File: config.mk
export PLATFORM = sky130hd
export DESIGN_NAME = hook_ctrl
export DESIGN_NICKNAME = d
export VERILOG_FILES = /design/src/rtl/hook_pkg.sv /design/src/rtl/hook_gate.sv /design/src/rtl/hook_resolve.sv /design/src/rtl/hook_capture.sv /design/src/rtl/hook_ctrl.sv
export SDC_FILE = /design/constraint.sdc
export NUM_CORES = 1
export LEC_CHECK = 0
export CORE_UTILIZATION = 33
export CTS_BUF_LIST = sky130_fd_sc_hd__clkbuf_16
export DETAILED_ROUTE_END_ITERATION = 8
export GPL_ROUTABILITY_DRIVEN = 0
export PLACE_DENSITY = 0.64
export RECOVER_POWER = 100
export SETUP_SLACK_MARGIN = 0.4
export SLEW_MARGIN = 20
export SYNTH_ARGS = -nofsm -noshare
export SYNTH_HDL_FRONTEND = slang
export SYNTH_SLANG_ARGS = --single-unit
File: constraint.sdc
create_clock -name clk -period 4.2 [get_ports clk]
set_input_delay 0.84 -clock clk [delete_from_list [all_inputs] [get_ports clk]]
set_output_delay 0.84 -clock clk [all_outputs]
set_load 0.02 [all_outputs]
File: src/rtl/hook_pkg.sv
package hook_pkg;
  typedef enum logic [1:0] {
    UPD_NONE  = 2'd0,
    UPD_MARK  = 2'd1,
    UPD_LEARN = 2'd2,
    UPD_DROP  = 2'd3
  } upd_op_e;
endpackage

File: src/rtl/hook_gate.sv
module hook_gate (
  input  logic clk,
  input  logic rst_n,
  input  logic start_i,
  input  logic end_i,
  output logic armed_o
);
  logic armed_q, armed_d;

  always_comb begin
    armed_d = armed_q;
    if (end_i)        armed_d = 1'b0;
    else if (start_i) armed_d = 1'b1;
  end

  always_ff @(posedge clk or negedge rst_n) begin
    if (!rst_n) armed_q <= 1'b0;
    else        armed_q <= armed_d;
  end

  assign armed_o = armed_q;
endmodule

File: src/rtl/hook_resolve.sv
module hook_resolve
  import hook_pkg::*;
(
  input  logic    valid_i,
  input  logic    squash_i,
  input  logic    armed_i,
  input  logic    trig_i,
  input  logic    pred_i,
  output logic    fire_o,
  output logic    flush_o,
  output upd_op_e op_o
);
  logic live;

  always_comb begin
    live    = valid_i && !squash_i;
    fire_o  = live && armed_i && trig_i;
    flush_o = fire_o && !pred_i;
    op_o    = UPD_NONE;
    if (fire_o)              op_o = pred_i ? UPD_MARK : UPD_LEARN;
    else if (live && pred_i) op_o = UPD_DROP;
  end
endmodule

File: src/rtl/hook_capture.sv
module hook_capture #(
  parameter int XLEN = 32
) (
  input  logic            clk,
  input  logic            rst_n,
  input  logic            load_i,
  input  logic [XLEN-1:0] addr_i,
  input  logic [XLEN-1:0] pc_i,
  input  logic            sel_i,
  output logic [XLEN-1:0] cap_addr_o,
  output logic [XLEN-1:0] cap_pc_o,
  output logic [XLEN-1:0] rd_data_o
);
  localparam int NCAP = 2;

  logic [XLEN-1:0] src [NCAP];
  logic [XLEN-1:0] cap_q [NCAP];

  assign src[0] = addr_i;
  assign src[1] = pc_i;

  for (genvar g = 0; g < NCAP; g++) begin : g_cap
    logic [XLEN-1:0] cap_d;
    always_comb cap_d = load_i ? src[g] : cap_q[g];
    always_ff @(posedge clk or negedge rst_n) begin
      if (!rst_n) cap_q[g] <= '0;
      else        cap_q[g] <= cap_d;
    end
  end

  assign cap_addr_o = cap_q[0];
  assign cap_pc_o   = cap_q[1];
  assign rd_data_o  = sel_i ? cap_q[1] : cap_q[0];
endmodule

File: src/rtl/hook_ctrl.sv
module hook_ctrl
  import hook_pkg::*;
#(
  parameter int              XLEN      = 32,
  parameter logic [XLEN-1:0] HOOK_BASE = 32'h0000_4000
) (
  input  logic            clk,
  input  logic            rst_n,
  input  logic            seg_start_i,
  input  logic            seg_end_i,
  input  logic            mem_valid_i,
  input  logic            mem_squash_i,
  input  logic            mem_trig_i,
  input  logic            mem_pred_i,
  input  logic [XLEN-1:0] mem_addr_i,
  input  logic [XLEN-1:0] mem_pc_i,
  input  logic            rd_sel_i,
  output logic            cancel_o,
  output logic            redirect_o,
  output logic [XLEN-1:0] redirect_pc_o,
  output logic            flush_o,
  output logic [1:0]      upd_op_o,
  output logic [XLEN-1:0] upd_pc_o,
  output logic [XLEN-1:0] rd_data_o
);
  localparam int SYNC_N = 2;

  // reset: asserted asynchronously, released on a clock edge
  logic [SYNC_N-1:0] rsync_q;
  logic              rst_int_n;
  always_ff @(posedge clk or negedge rst_n) begin
    if (!rst_n) rsync_q <= '0;
    else        rsync_q <= {rsync_q[SYNC_N-2:0], 1'b1};
  end
  assign rst_int_n = rsync_q[SYNC_N-1];

  logic    armed, fire, need_flush;
  upd_op_e op;
  logic [XLEN-1:0] cap_addr_w, cap_pc_w;

  hook_gate u_gate (
    .clk(clk), .rst_n(rst_int_n),
    .start_i(seg_start_i), .end_i(seg_end_i), .armed_o(armed)
  );

  hook_resolve u_res (
    .valid_i(mem_valid_i), .squash_i(mem_squash_i), .armed_i(armed),
    .trig_i(mem_trig_i), .pred_i(mem_pred_i),
    .fire_o(fire), .flush_o(need_flush), .op_o(op)
  );

  hook_capture #(.XLEN(XLEN)) u_cap (
    .clk(clk), .rst_n(rst_int_n), .load_i(fire),
    .addr_i(mem_addr_i), .pc_i(mem_pc_i), .sel_i(rd_sel_i),
    .cap_addr_o(cap_addr_w), .cap_pc_o(cap_pc_w), .rd_data_o(rd_data_o)
  );

  // registered steering outputs
  logic            redir_q, redir_d, flush_q, flush_d;
  upd_op_e         op_q, op_d;
  logic [XLEN-1:0] upc_q, upc_d;
  logic            upc_en;

  always_comb begin
    redir_d = fire;
    flush_d = need_flush;
    op_d    = op;
    upc_en  = (op != UPD_NONE);
    upc_d   = upc_en ? mem_pc_i : upc_q;
  end

  always_ff @(posedge clk or negedge rst_int_n) begin
    if (!rst_int_n) begin
      redir_q <= 1'b0;
      flush_q <= 1'b0;
      op_q    <= UPD_NONE;
      upc_q   <= '0;
    end else begin
      redir_q <= redir_d;
      flush_q <= flush_d;
      op_q    <= op_d;
      upc_q   <= upc_d;
    end
  end

  assign cancel_o      = fire;
  assign redirect_o    = redir_q;
  assign redirect_pc_o = HOOK_BASE;
  assign flush_o       = flush_q;
  assign upd_op_o      = op_q;
  assign upd_pc_o      = upc_q;
endmodule

==> flow_summary.ini <==
[layout]
fin_area_sq_um = 6170
n_antenna_cell = 0
nets = 505
final_cell_mix = 103 x dfrtp_1, 89 x mux2_2, 72 x dlygate4sd3_1
final_common_cell = dfrtp_1
syn_to_final_growth_pct = 39.2
layout-drive-gt1-share_pct = 24.3

[global_route]
gr-usage-all-layers_pct = 14.2
gr-total-overflow = 0
met2_usage_pct = 22.5
antenna_found_initial = 0
grt_util_met3_pct = 5.72
grt_use_met1_pct = 17.8
grt_pass1_wl_um = 15300
grt.busiest_layer = met2
grt_max_degree = 66
grt_pass1_vias = 2873

[hold_path]
hold_class = register to register
hold_depth = 0

[floorplan]
initial_core_util_pct = 34.4
row_count = 41
core_sq_um = 12900
die_y_um = 118
dieArea_sq_um = 13900
io_pins = 174
die_x_um = 118

[timing]
hold_viol_final = 0
worst_slew_pin_slew_ps = 2620
fin_crit_ps = 3510
tns_ps = 0
slew_violations = 152
rsz0062_at_grt = no
final-setup-viol-count = 0
slew-limit-headroom_pct = -74.3
worst_hold_slack_ps = 362
min_period_over_period_pct = 83.6
clock_skew_ps = 8.99
max_freq_mhz = 285

[clock_tree]
cts.clk_slew.worst_paths_ps = 70
clockBufferDepth = 2
postCtsHoldBufs = 0
cts_tree = done
cts_made_buffers = 9
cts_setup_buffers = 0
cts.htree.levels = 3
root_buffer = clkbuf_16
cts.sinks = 103
clk_latency_ps = 340
ctsResizeCount = 0

[worst_setup_path]
path_max_fanout = 19
cp_num_cells = 5
worstPathCellList = dlygate4sd3_1 -> a21oi_1 -> nor2_1 -> buf_4 -> mux2_2
arrival_ps = 3740
end_kind = register
cp-start-kind = input port
worst-r2r-cell-count = 4
crit_type = input port to register
cp_slowest_cell = nor2_1
path_delay_family = simple AND/OR/NAND/NOR gates
cp.required_ps = 4430
slowest_delay_ps = 1340
critPathBufInv = 2

[placed_design]
numPortBuffers = 141
place_area_sq_um = 5870
dp_hpwl_um = 6300

[yosys]
synth_seq_cells = 103
yosysSeqAreaShare_pct = 58.2
yosysUniqueCellTypes = 18
synth_area_sq_um = 4430
ys_warn_count = 0
synth_flop_cell = dfrtp_1
syn_area_per_cell_sq_um = 15.2
async_flop_share_pct = 100
synth_edf_count = 0
synth_cells = 292

[status]
violations = capacitance limit, slew limit
status = finished with violations

[routing]
via_count = 2667
routed_via_density = 4.38
drtIter0Drc = 91
postRouteAntennaNets = 0
post_drt_wl_per_cell_um = 15.0
routed_wl_um = 9140
drc = 0
firstDrtPassIters = 2

[power_and_ir_drop]
powerDensity_nw_per_um2 = 490
ir_worst_vdd_mv = 0.279
p_leak_uw = 0.00271

[flow_run]
cap_violations = 3
[cell type report]
type	instances	area, sq um
clock inverter	7	80.1
multi-input combinational	173	1640
inverter	1	3.75
fill	1165	6710
tap	172	215
timing repair buffer	144	1430
clock buffer	9	225
sequential	103	2580
[sequential cells by signal (all words and copies together) (netlist names)]
| register | flops |
|---|---|
| u_cap.cap_addr_o | 32 |
| u_cap.cap_pc_o | 32 |
| upd_pc_o | 32 |
| rsync_q | 2 |
| upd_op_o | 2 |
| flush_o | 1 |
| redirect_o | 1 |
| u_gate.armed_o | 1 |
[synthesized netlist by cell type, types with 2 or more instances]
| library cell | number | area share [%] |
|---|---|---|
| buf_2 | 8 | 0.90 |
| buf_6 | 4 | 1.0 |
| mux2_2 | 89 | 23 |
| mux2_1 | 39 | 9.9 |
| conb_1 | 2 | 0.17 |
| buf_4 | 33 | 5.6 |
| nor2_1 | 4 | 0.34 |
| dfrtp_1 | 103 | 58 |
[power by group]
part	internal (uW)	leakage, uW	switching (uW)
clock	513	0.000153	349
sequential	1210	0.00125	113
combinational	453	0.00131	385
total	2170	0.00271	847
[stage by stage]
step                worst slack, ps  cells  util [%]  power [uW]
floorplan                      1120    323         -        1830
global placement                852    593      45.6        2230
detailed placement              871    593      45.6        2250
CTS                             853    609      48.0        3130
global route                    415    609      47.9        3180
finish                          691    609      47.9        3020
[path summary, 6_finish.rpt]
kind | slack, ps | to | from
setup / recovery | 690 | upd_pc_o[29] | mem_trig_i
hold / removal | 360 | rsync_q[1] | rsync_q[0]
setup reg to reg | 1390 | upd_pc_o[29] | u_gate.armed_o
hold reg to reg | 360 | rsync_q[1] | rsync_q[0]
max in group asynchronous | 1480 | u_cap.cap_pc_o[1] | rsync_q[1]
min in group asynchronous | 720 | rsync_q[0] | rst_n
[cell families after synthesis]
group / after synthesis / synth area share (%)
mux: 128 / 32.5
flops: 103 / 58.2
buf+inv: 47 / 7.68
simple gates: 10 / 1.10
other cells: 2 / 0.170
compound gates: 1 / 0.113
xor+xnor: 1 / 0.198
[layer usage]
metal / part of all wire (%) / routed length (um)
met4: 0.95 / 87
met3: 7.2 / 658
met1: 44 / 4040
met2: 48 / 4360
met5: 0 / 0
(Power assumes the default switching activity.)
